===== src/rtl/pbe_pkg.sv =====
package pbe_pkg;
  localparam int BUS_W = 32;
  localparam int LANES = BUS_W / 8;

  // bytes carried by one push beat
  function automatic logic [2:0] push_bytes(input logic [1:0] code);
    case (code)
      2'd0:    push_bytes = 3'd1;
      2'd1:    push_bytes = 3'd2;
      default: push_bytes = 3'd4;
    endcase
  endfunction

  // bytes carried by one bus cycle
  function automatic logic [2:0] width_bytes(input logic [4:0] w_m1);
    case (w_m1)
      5'd31:   width_bytes = 3'd4;
      5'd15:   width_bytes = 3'd2;
      default: width_bytes = 3'd1;
    endcase
  endfunction

  function automatic logic [BUS_W-1:0] lane_mask(input logic [2:0] nb);
    case (nb)
      3'd4:    lane_mask = {BUS_W{1'b1}};
      3'd2:    lane_mask = {{(BUS_W-16){1'b0}}, 16'hFFFF};
      default: lane_mask = {{(BUS_W-8){1'b0}}, 8'hFF};
    endcase
  endfunction
endpackage


===== src/rtl/pbe_tick_gen.sv =====
module pbe_tick_gen #(
  parameter int DIV_W = 3
) (
  input  logic             clk,
  input  logic             rst_n,
  input  logic             en,
  input  logic [DIV_W-1:0] div_m1,
  output logic             tick
);
  logic [DIV_W-1:0] cnt;

  assign tick = en && (cnt == div_m1);

  always_ff @(posedge clk or negedge rst_n) begin
    if (!rst_n)          cnt <= '0;
    else if (!en || tick) cnt <= '0;
    else                 cnt <= cnt + 1'b1;
  end
endmodule


===== src/rtl/pbe_wr_fifo.sv =====
module pbe_wr_fifo import pbe_pkg::*; #(
  parameter int BYTES = 16,
  localparam int PW = $clog2(BYTES),
  localparam int CW = $clog2(BYTES + 1)
) (
  input  logic             clk,
  input  logic             rst_n,
  input  logic             flush,
  input  logic             in_valid,
  output logic             in_ready,
  input  logic [BUS_W-1:0] in_data,
  input  logic [1:0]       in_size,
  input  logic             pop,
  input  logic [2:0]       pop_bytes,
  output logic             pop_avail,
  output logic [BUS_W-1:0] pop_data,
  output logic [CW-1:0]    free_bytes
);
  logic [7:0]    mem [BYTES];
  logic [PW-1:0] wp, rp;
  logic [CW-1:0] count;
  logic [2:0]    in_nb;
  logic          do_push, do_pop;

  assign in_nb      = push_bytes(in_size);
  assign free_bytes = CW'(BYTES) - count;
  assign in_ready   = free_bytes >= CW'(in_nb);
  assign pop_avail  = count >= CW'(pop_bytes);
  assign do_push    = in_valid && in_ready && !flush;
  assign do_pop     = pop && pop_avail && !flush;

  always_ff @(posedge clk or negedge rst_n) begin
    if (!rst_n) begin
      wp    <= '0;
      rp    <= '0;
      count <= '0;
    end else if (flush) begin
      wp    <= '0;
      rp    <= '0;
      count <= '0;
    end else begin
      if (do_push) wp <= wp + PW'(in_nb);
      if (do_pop)  rp <= rp + PW'(pop_bytes);
      count <= count + (do_push ? CW'(in_nb) : '0) - (do_pop ? CW'(pop_bytes) : '0);
    end
  end

  always_ff @(posedge clk) begin
    if (do_push) begin
      for (int b = 0; b < LANES; b++) begin
        if (b < int'(in_nb)) mem[wp + PW'(b)] <= in_data[8*b +: 8];
      end
    end
  end

  generate
    for (genvar g = 0; g < LANES; g++) begin : g_lane
      assign pop_data[8*g +: 8] = mem[rp + PW'(g)];
    end
  endgenerate
endmodule


===== src/rtl/pbe_rd_fifo.sv =====
module pbe_rd_fifo #(
  parameter int W = 32,
  parameter int DEPTH = 4,
  localparam int PW = (DEPTH > 1) ? $clog2(DEPTH) : 1,
  localparam int CW = $clog2(DEPTH + 1)
) (
  input  logic          clk,
  input  logic          rst_n,
  input  logic          flush,
  input  logic          push,
  input  logic [W-1:0]  push_data,
  output logic          out_valid,
  input  logic          out_ready,
  output logic [W-1:0]  out_data,
  output logic [CW-1:0] free
);
  logic [W-1:0]  mem [DEPTH];
  logic [PW-1:0] wp, rp;
  logic [CW-1:0] count;
  logic          do_push, do_pop;

  function automatic logic [PW-1:0] nxt(input logic [PW-1:0] p);
    nxt = (p == PW'(DEPTH - 1)) ? '0 : p + 1'b1;
  endfunction

  assign free      = CW'(DEPTH) - count;
  assign out_valid = count != '0;
  assign out_data  = mem[rp];
  assign do_push   = push && (count != CW'(DEPTH)) && !flush;
  assign do_pop    = out_valid && out_ready && !flush;

  always_ff @(posedge clk or negedge rst_n) begin
    if (!rst_n) begin
      wp    <= '0;
      rp    <= '0;
      count <= '0;
    end else if (flush) begin
      wp    <= '0;
      rp    <= '0;
      count <= '0;
    end else begin
      if (do_push) wp <= nxt(wp);
      if (do_pop)  rp <= nxt(rp);
      count <= count + CW'(do_push) - CW'(do_pop);
    end
  end

  always_ff @(posedge clk) begin
    if (do_push) mem[wp] <= push_data;
  end
endmodule


===== src/rtl/panel_bus_engine.sv =====
module panel_bus_engine import pbe_pkg::*; #(
  parameter int WR_BYTES = 16,
  parameter int RD_DEPTH = 4,
  parameter int DIV_W    = 3,
  parameter int TW0_W    = 4,
  parameter int TW1_W    = 6,
  parameter int LEN_W    = 18,
  localparam int PH_W = ((TW1_W > TW0_W) ? TW1_W : TW0_W) + 1,
  localparam int WCW  = $clog2(WR_BYTES + 1),
  localparam int RCW  = $clog2(RD_DEPTH + 1)
) (
  input  logic             clk,
  input  logic             rst_n,
  input  logic             start,
  input  logic             stop,
  input  logic             cfg_read,
  input  logic             cfg_data_sel,
  input  logic [DIV_W-1:0] cfg_div_m1,
  input  logic [TW0_W-1:0] cfg_tw0,
  input  logic [TW1_W-1:0] cfg_tw1,
  input  logic [4:0]       cfg_width_m1,
  input  logic [LEN_W-1:0] cfg_len_m1,
  input  logic             wr_valid,
  output logic             wr_ready,
  input  logic [BUS_W-1:0] wr_data,
  input  logic [1:0]       wr_size,
  output logic             rd_valid,
  input  logic             rd_ready,
  output logic [BUS_W-1:0] rd_data,
  output logic             busy,
  output logic             wr_done,
  output logic             dma_req,
  output logic             bus_dc,
  output logic             bus_oe,
  output logic             bus_we,
  output logic             bus_re,
  output logic [BUS_W-1:0] bus_dout,
  input  logic [BUS_W-1:0] bus_din
);
  // transfer state
  logic             run_q, rd_mode_q, dc_q;
  logic [DIV_W-1:0] div_q;
  logic [TW0_W-1:0] tw0_q;
  logic [TW1_W-1:0] tw1_q;
  logic [2:0]       nb_q;
  logic [LEN_W-1:0] rem_q;
  logic [PH_W-1:0]  ph_q;
  logic [BUS_W-1:0] dout_q;

  // control
  logic             tick, short_req, launch, flush;
  logic [PH_W-1:0]  len_end, off_end, samp_a, sample_ph;
  logic             cyc_end, slot, last, sample_now, can_go, try_start, strobe;
  logic             pop_avail;
  logic [BUS_W-1:0] pop_data;
  logic [WCW-1:0]   wr_free;
  logic [RCW-1:0]   rd_free;

  assign short_req = start && !run_q && (cfg_tw1 < TW1_W'(2));
  assign launch    = start && !run_q && !short_req && !stop;
  assign flush     = short_req;

  pbe_tick_gen #(.DIV_W(DIV_W)) u_tick (
    .clk    (clk),
    .rst_n  (rst_n),
    .en     (run_q),
    .div_m1 (div_q),
    .tick   (tick)
  );

  // phase arithmetic: ph counts ticks since the cycle began (1..len_end)
  assign len_end    = PH_W'(tw1_q) + 1'b1;
  assign off_end    = PH_W'(tw0_q) + 1'b1;
  assign samp_a     = PH_W'(tw0_q) + PH_W'(2);
  assign sample_ph  = (samp_a < len_end) ? samp_a : len_end;
  assign cyc_end    = tick && (ph_q == len_end);
  assign slot       = tick && ((ph_q == '0) || (ph_q == len_end));
  assign last       = rem_q == '0;
  assign sample_now = run_q && tick && rd_mode_q && (ph_q == sample_ph);
  assign can_go     = rd_mode_q ? (rd_free > RCW'(sample_now)) : pop_avail;
  assign try_start  = run_q && !stop && slot && !(cyc_end && last) && can_go;
  assign strobe     = (ph_q >= PH_W'(2)) && (ph_q <= off_end);

  pbe_wr_fifo #(.BYTES(WR_BYTES)) u_wr (
    .clk        (clk),
    .rst_n      (rst_n),
    .flush      (flush),
    .in_valid   (wr_valid),
    .in_ready   (wr_ready),
    .in_data    (wr_data),
    .in_size    (wr_size),
    .pop        (try_start && !rd_mode_q),
    .pop_bytes  (nb_q),
    .pop_avail  (pop_avail),
    .pop_data   (pop_data),
    .free_bytes (wr_free)
  );

  pbe_rd_fifo #(.W(BUS_W), .DEPTH(RD_DEPTH)) u_rd (
    .clk       (clk),
    .rst_n     (rst_n),
    .flush     (flush),
    .push      (sample_now),
    .push_data (bus_din & lane_mask(nb_q)),
    .out_valid (rd_valid),
    .out_ready (rd_ready),
    .out_data  (rd_data),
    .free      (rd_free)
  );

  always_ff @(posedge clk or negedge rst_n) begin
    if (!rst_n) begin
      run_q     <= 1'b0;
      rd_mode_q <= 1'b0;
      dc_q      <= 1'b0;
      div_q     <= '0;
      tw0_q     <= '0;
      tw1_q     <= '0;
      nb_q      <= 3'd1;
      rem_q     <= '0;
      ph_q      <= '0;
      dout_q    <= '0;
    end else if (stop) begin
      run_q <= 1'b0;
      ph_q  <= '0;
    end else if (launch) begin
      run_q     <= 1'b1;
      rd_mode_q <= cfg_read;
      dc_q      <= cfg_data_sel;
      div_q     <= cfg_div_m1;
      tw0_q     <= cfg_tw0;
      tw1_q     <= cfg_tw1;
      nb_q      <= width_bytes(cfg_width_m1);
      rem_q     <= cfg_len_m1;
      ph_q      <= '0;
    end else if (run_q && tick) begin
      if (cyc_end && last) begin
        run_q <= 1'b0;
        ph_q  <= '0;
      end else begin
        if (cyc_end) rem_q <= rem_q - 1'b1;
        if (try_start) begin
          ph_q <= PH_W'(1);
          if (!rd_mode_q) dout_q <= pop_data & lane_mask(nb_q);
        end else if (cyc_end) begin
          ph_q <= '0;
        end else if (ph_q != '0) begin
          ph_q <= ph_q + 1'b1;
        end
      end
    end
  end

  assign busy     = run_q;
  assign bus_dc   = dc_q;
  assign bus_oe   = run_q && !rd_mode_q;
  assign bus_we   = run_q && !rd_mode_q && strobe;
  assign bus_re   = run_q && rd_mode_q && strobe;
  assign bus_dout = dout_q;
  assign wr_done  = !(run_q && !rd_mode_q) && (wr_free == WCW'(WR_BYTES));
  assign dma_req  = run_q && !rd_mode_q && (wr_free >= WCW'(4));
endmodule


===== config.mk =====
export PLATFORM = sky130hd
export DESIGN_NAME = panel_bus_engine
export DESIGN_NICKNAME = d
export VERILOG_FILES = /design/src/rtl/pbe_pkg.sv /design/src/rtl/pbe_tick_gen.sv /design/src/rtl/pbe_wr_fifo.sv /design/src/rtl/pbe_rd_fifo.sv /design/src/rtl/panel_bus_engine.sv
export SDC_FILE = /design/constraint.sdc
export NUM_CORES = 1
export LEC_CHECK = 0
export BUFFER_PORTS_ARGS = -buffer_cell sky130_fd_sc_hd__buf_2
export CAP_MARGIN = 20
export CORE_ASPECT_RATIO = 1.5
export CORE_MARGIN = 3
export CORE_UTILIZATION = 60
export DETAILED_ROUTE_END_ITERATION = 12
export PLACE_DENSITY_LB_ADDON = 0.08
export SYNTH_ARGS = -nofsm -noshare
export SYNTH_HDL_FRONTEND = slang
export SYNTH_SLANG_ARGS = --single-unit

===== constraint.sdc =====
create_clock -name clk -period 4.77 [get_ports clk]
set_input_delay 0.7155 -clock clk [delete_from_list [all_inputs] [get_ports clk]]
set_output_delay 0.7155 -clock clk [all_outputs]
set_load 0.01 [all_outputs]

Word level (Yosys, flattened, before mapping). Memories as Yosys holds them, arrays and structs flattened. Cells that the tools add are included.

Register bits after elaboration: 99. RAM bits: 256. Input bits: 110. Memories kept: 2.

Add/sub/neg operators: 22. Magnitude comparators: 12. Equality and inequality tests: 13. Muxes and demuxes: 55. Bitwise gates (word level): 6. Reductions and logical operators: 58.

Memories: u_rd.mem (depth 4, width 32, read ports 1, clocked after memory_dff 0, wr ports 1, RTL line pbe_rd_fifo.sv:17) `logic [W-1:0] mem [DEPTH];`; u_wr.mem (depth 16, width 8, read ports 4, clocked after memory_dff 0, wr ports 4, RTL line pbe_wr_fifo.sv:19) `logic [7:0] mem [BYTES];`.

Operators by type and width (count): 2-to-1 mux 32 bit (6); 2-to-1 mux 18 bit (4); bitwise AND 32 bit (2); case mux 32 bit (2 select lines) (1); 2-to-1 mux 7 bit (8); logical AND 1 bit (31); 2-to-1 mux 1 bit (19); zero test 18 bit (1); subtractor 18 x 1 -> 18 bit (second input constant) (1); adder 4 x 2 -> 4 bit (second input constant) (4); 2-to-1 mux 4 bit (4); equality test 7 bit (2); 2-to-1 mux 2 bit (6); 2-to-1 mux 3 bit (4); case mux 3 bit (2 select lines) (2); nonzero test 2 bit (6); equality test 5 bit (second input constant) (2); greater-or-equal comparator 5 x 3 -> 1 bit (2); nonzero test 3 bit (3); adder 4 x 1 -> 4 bit (second input constant) (2); adder 4 x 3 -> 4 bit (2); adder 6 x 1 -> 7 bit (second input constant) (1); adder 7 x 1 -> 7 bit (second input constant) (1); greater-or-equal comparator 7 x 2 -> 1 bit (second input constant) (1); other kinds (36) (51).

Depth between registers and ports, before layout.
Depth in word-level cells: 14. Gate-level depth with buffers: 19.

By module. A second synthesis with hierarchy kept.

Cell total of the unflattened synthesis: 1990. Area total of the unflattened synthesis: 23755.3 um^2.

By module, submodules not included: pbe_wr_fifo (times used 1, cells an instance 1207, area each 13432.9 um^2, sequential area each 4169.0 um^2); pbe_rd_fifo (times used 1, cells an instance 221, area each 5180.0 um^2, sequential area each 4018.9 um^2); panel_bus_engine (times used 1, cells an instance 548, area each 4978.5 um^2, sequential area each 1903.1 um^2); pbe_tick_gen (times used 1, cells an instance 14, area each 163.9 um^2, sequential area each 75.1 um^2).

Worst setup path before layout. OpenSTA, ideal clock, no wires.

Path kind: input to register. Start: in wr_size[0]. End: reg u_wr.count[4]. Library setup time: 132 ps. Arrival: 4116 ps. Data required time: 4638 ps. Path slack: 522 ps. Stages on the path: 17. Path buffers: 3. Path through: or2_2 clkbuf_1 ha_1 inv_1 ha_1 a221oi_2 buf_4 buf_2 nor3_1 nand2_1 fa_1 inv_1 fa_1 a21o_1 a21oi_1 xnor2_1 nor2_1.

Word-level cells in the longest chain between the ends: 9. Elaborated cells between the ends (all ways): 10. Those cells by class: add/sub: 2; order compare: 1; eq/ne: 1; mux: 3; reduce/logical: 3.

Ends and longest elaborated chain: start, declared (RTL line panel_bus_engine.sv:26) `input logic [1:0] wr_size,`; equality test 2 x 1 -> 1 bit or zero test 2 bit (tied branches) (RTL line pbe_pkg.sv:7) `case (code)`; case mux 3 bit (2 select lines) * (RTL line pbe_pkg.sv:7); greater-or-equal comparator 5 x 3 -> 1 bit (RTL line pbe_wr_fifo.sv:27) `assign in_ready = free_bytes >= CW'(in_nb);`; logical AND 1 bit (2 in series) (RTL line pbe_wr_fifo.sv:29) `assign do_push = in_valid && in_ready && !flush;`; 2-to-1 mux 3 bit * (RTL line pbe_wr_fifo.sv:44) `count <= count + (do_push ? CW'(in_nb) : '0) - (do_pop ? CW'(pop_bytes) : '0);`; adder 5 bit * (RTL line pbe_wr_fifo.sv:44); subtractor 5 bit * (RTL line pbe_wr_fifo.sv:44); 2-to-1 mux 5 bit * (RTL line pbe_wr_fifo.sv:37) `end else if (flush) begin`; end signal, assigned (RTL line pbe_wr_fifo.sv:44); end, declared (RTL line pbe_wr_fifo.sv:21) `logic [CW-1:0] count;`.

Every way passes the cells marked *; elsewhere a longest branch is shown, timed or not. A chain may end at the register's enable or synchronous reset.

Final worst setup path.
Start: reg rem_q[0]. End: reg u_wr.count[4].

Word-level cells in the longest chain between the ends: 11.

Ends and longest elaborated chain: start, declared (RTL line panel_bus_engine.sv:46) `logic [LEN_W-1:0] rem_q;`; start signal, assigned (RTL line panel_bus_engine.sv:134) `rem_q <= cfg_len_m1;`; start signal, assigned (RTL line panel_bus_engine.sv:141) `if (cyc_end) rem_q <= rem_q - 1'b1;`; zero test 18 bit (RTL line panel_bus_engine.sv:78) `assign last = rem_q == '0;`; logical AND 1 bit (RTL line panel_bus_engine.sv:81) `assign try_start = run_q && !stop && slot && !(cyc_end && last) && can_go;`; zero test 1 bit (RTL line panel_bus_engine.sv:81); logical AND 1 bit (2 in series) (RTL line panel_bus_engine.sv:81); logical AND 1 bit (RTL line panel_bus_engine.sv:92) `.pop (try_start && !rd_mode_q),`; logical AND 1 bit (2 in series) (RTL line pbe_wr_fifo.sv:30) `assign do_pop = pop && pop_avail && !flush;`; 2-to-1 mux 3 bit (RTL line pbe_wr_fifo.sv:44); subtractor 5 bit (RTL line pbe_wr_fifo.sv:44); 2-to-1 mux 5 bit (RTL line pbe_wr_fifo.sv:37).

Every way passes these cells.

==> run_results.csv <==
group,metric,value,unit
status,status,"finished, final reports clean",
setup_path,reg2reg_from,"rem_q[0]$_DFFE_PN0P_",
clocking,cts.clk_slew.worst_paths,0.06,ns
power_and_ir_drop,power,15.8,mW
synth,syn-mean-instance-area,10.9,µm²
setup_path,cp.arrival,4.72,ns
routing,drc,0,
clocking,h-tree-depth,2,
synth,synthArstFlopShare,27.9,%
synth,syn_area,24900,µm²
power_and_ir_drop,ir_drop,718,µV
timing,max_slew_margin,29.5,%
global_route,grt_overflow,0,
setup_path,rr_endpoint,"u_wr.count[4]$_DFF_PN0_",
clocking,root_buffer,"clkbuf_16",
timing,setup_viol_count_final,0,
clocking,cts_tree,"done",
timing,finalMaxSlewViolations,0,
setup_path,worst-r2r-cell-count,14,
synth,synth_mux_area_share,18.8,%
global_route,grt_pass1_wl,126000,µm
synth,ys_ff_latch,355,
clocking,post-cts-setup-buffer-count,0,
floorplan,rows,90,
clocking,cts_buffers,36,
routing,ant_nets,0,
placed_design,place_congestion,1.02,
synth,synthTopCellsByArea,"edfxtp_1, mux4_2, dfrtp_1",
job,drv_cap,0,
floorplan,die_x,172,µm
setup_path,crit_fanout,4,
synth,synth_top_family_by_area,"multiplexers",
global_route,antenna_found_initial,1,
placed_design,place_inst,2793,
routing,dr.first_iter.drc_count,2729,
floorplan,die_y,255,µm
finish,diodes,0,
clocking,hold_buffers,0,
setup_path,critPathLaunchType,"flip-flop",
routing,finalWirelength,84900,µm
clocking,clk_latency,0.55,ns
clocking,ctsResizeCount,0,
synth,synth_top_area_share,30.9,%
timing,rsz0062_at_grt,"no",
floorplan,start_util,61.3,%
global_route,grt_pass1_vias,20100,
synth,synth.distinct_cells,85,
timing,final.setup.tns,0,ns
routing,vias_per_cell,7.29,
setup_path,cp.required,5.19,ns
finish,fin_nets,2500,
synth,synth-edff-count,256,
setup_path,path_class,"reg2reg",
synth,yosysSeqAreaShare,40.9,%
clocking,ctsLongestPathBuffers,3,
clocking,cts_sinks,355,
timing,tightest_slew,1.06,ns
floorplan,core,40500,µm²
synth,yosysTopAreaCell,"edfxtp_1",
synth,synth_compound_area_share,13.3,%
timing,period_minus_slack,4.30,ns
global_route,grt_max_degree,124,
synth,synth-main-ff-cell,"edfxtp_1",
placed_design,hpwl,59100,µm
synth,yosys.area_share.xor_xnor,1.60,%
timing,timing.final.crit_share,90.1,%
placed_design,portBuffers,182,
power_and_ir_drop,pwr_density_cell,579,nW/µm²
worst_hold_path,hold_path_class,"in2async",
routing,vias,20900,
routing,wire_per_inst,29.7,µm
synth,syn-num-nets,2462,
finish,drive_above_1_share,23.7,%
finish,areaGrowthSynthToFinish,9.56,%
power_and_ir_drop,p_leak,10.2,nW
synth,synthAdderAreaFrac,3.30,%
finish,instances_no_fill,2861,
floorplan,ios,183,
floorplan,dieArea,44000,µm²
synth,synth-simple-area-share,17.1,%
setup_path,crit_path_end_kind,"flip-flop",
timing,fmax,0.233,GHz
timing,fin_worst_skew,0.0209,ns
routing,firstDrtPassIters,8,
synth,synthCells,2290,
timing,finalHoldViolations,0,
setup_path,r2r_setup_slack,0.47,ns
synth,yosysWarnings,0,
global_route,track_usage,38.3,%
setup_path,worstSetupStartpoint,"rem_q[0]$_DFFE_PN0P_",
==> report_power, final <==
part / switching [mW] / internal [mW]
logic: 4.63 / 3.55
registers: 0.715 / 4.01
clock network: 1.24 / 1.62
==> registers in the layout, indices dropped and copies added, names as in the netlist, 4 cells and up <==
signal	flops
u_wr.wp	4
ph_q	7
u_wr.rp	4
tw1_q	6
tw0_q	4
u_rd.mem	128
bus_dout	32
rem_q	18
u_wr.mem	128
u_wr.count	5
==> synthesized netlist by cell type (32+ instances only) <==
cell       count
inv_1         53
and3_1        79
nand3_1      280
a211oi_1      33
ha_1          56
o21ai_0      141
nand2_1      107
a2bb2oi_1     49
clkbuf_1     153
mux4_2       176
mux2i_1       32
and2_1        48
dfrtp_1       98
o31ai_1       90
a22o_1        49
nor2_1       138
edfxtp_1     256
buf_2         40
buf_1         53
==> how the worst max path moves through the flow <==
stage               slack [ns]                       to
finish                    0.47  u_wr.count[4]$_DFF_PN0_
global route              0.14  u_wr.count[4]$_DFF_PN0_
CTS                       0.48  u_wr.count[4]$_DFF_PN0_
detailed placement        0.49  u_wr.count[4]$_DFF_PN0_
global placement          0.63  u_wr.count[4]$_DFF_PN0_
floorplan                 0.52  u_wr.count[4]$_DFF_PN0_
==> layout by cell type, fill, tap and decap left out, types with 11 or more instances in the layout <==
cell type  netlist  routed
nand2b_1        12      11
and3_1          79      79
buf_4            4      67
mux4_2         176     176
o21ai_0        141     141
mux2_4          20      20
a2bb2oi_1       49      49
a22o_1          49      49
nand2_1        107     107
nand3_1        280     280
edfxtp_1       256     256
or4_1           13      13
nor2_1         138     137
ha_1            56      55
a31oi_1         17      17
nor2b_1         22      22
buf_2           40     182
or3_1           11      11
nand4_1         30      30
mux2i_1         32      32
and2_1          48      48
o31ai_1         90      90
inv_1           53      53
clkbuf_16        0      36
a21oi_1         18      18
clkinv_2         0      11
a211oi_1        33      33
nor3_1          22      19
xnor2_1         22      21
xor2_1          15      14
dfrtp_1         98      95
==> final cells by class <==
| cell class | instances | area [µm²] |
|---|---|---|
| fillers | 3052 | 13300 |
| flip-flops and latches | 355 | 10200 |
| multi-input cells | 1627 | 13500 |
| well taps | 506 | 633 |
| clock inverters | 21 | 228 |
| clock buffers | 44 | 961 |
| inverters | 54 | 205 |
| repair buffers | 254 | 1500 |
==> metal layers <==
metal	share of wire (%)	wire length [µm]	global-route usage, %	vias to the layer above
met4	10	8910	29.0	2
met1	33	28100	46.1	9984
met3	9.9	8410	6.85	487
li1	-	-	-	8946
met2	46	39400	60.7	1449
met5	0.0082	7	0	-
==> critical path, stage by stage, from the launching register on <==
cell       delay, ns
dfrtp_1         0.39
inv_1           0.08
ha_1            0.21
nor4b_1         0.52
nand3_1         0.32
or2_0           0.37
a2111oi_4       0.49
nor4_1          0.14
fa_1            0.55
inv_1           0.07
fa_1            0.45
a21o_1          0.20
a21oi_1         0.18
xnor2_1         0.15
nor2_1          0.05
==> logic make-up after synthesis <==
group                      after synthesis
muxes                                  235
AOI/OAI and AO/OA                      469
adders and majority gates               62
buffers and inverters                  308
xor gates and xnor gates                40
and+or+nand+nor                        821
DFF                                    355
==> stage by stage <==
step / util, % / setup WS, ns / hold WS, ns / cell area (µm²)
2_1_floorplan: - / 0.522 / 0.420 / 24900
3_3_place_gp: 64.2 / 0.634 / 0.453 / 26000
3_5_place_dp: 64.2 / 0.487 / 0.457 / 26000
4_1_cts: 67.1 / 0.481 / 0.334 / 27200
5_1_grt: 67.2 / 0.138 / 0.352 / 27200
6_report: 67.2 / 0.470 / 0.305 / 27200
No activity file was read; power rests on OpenSTA's default activity.
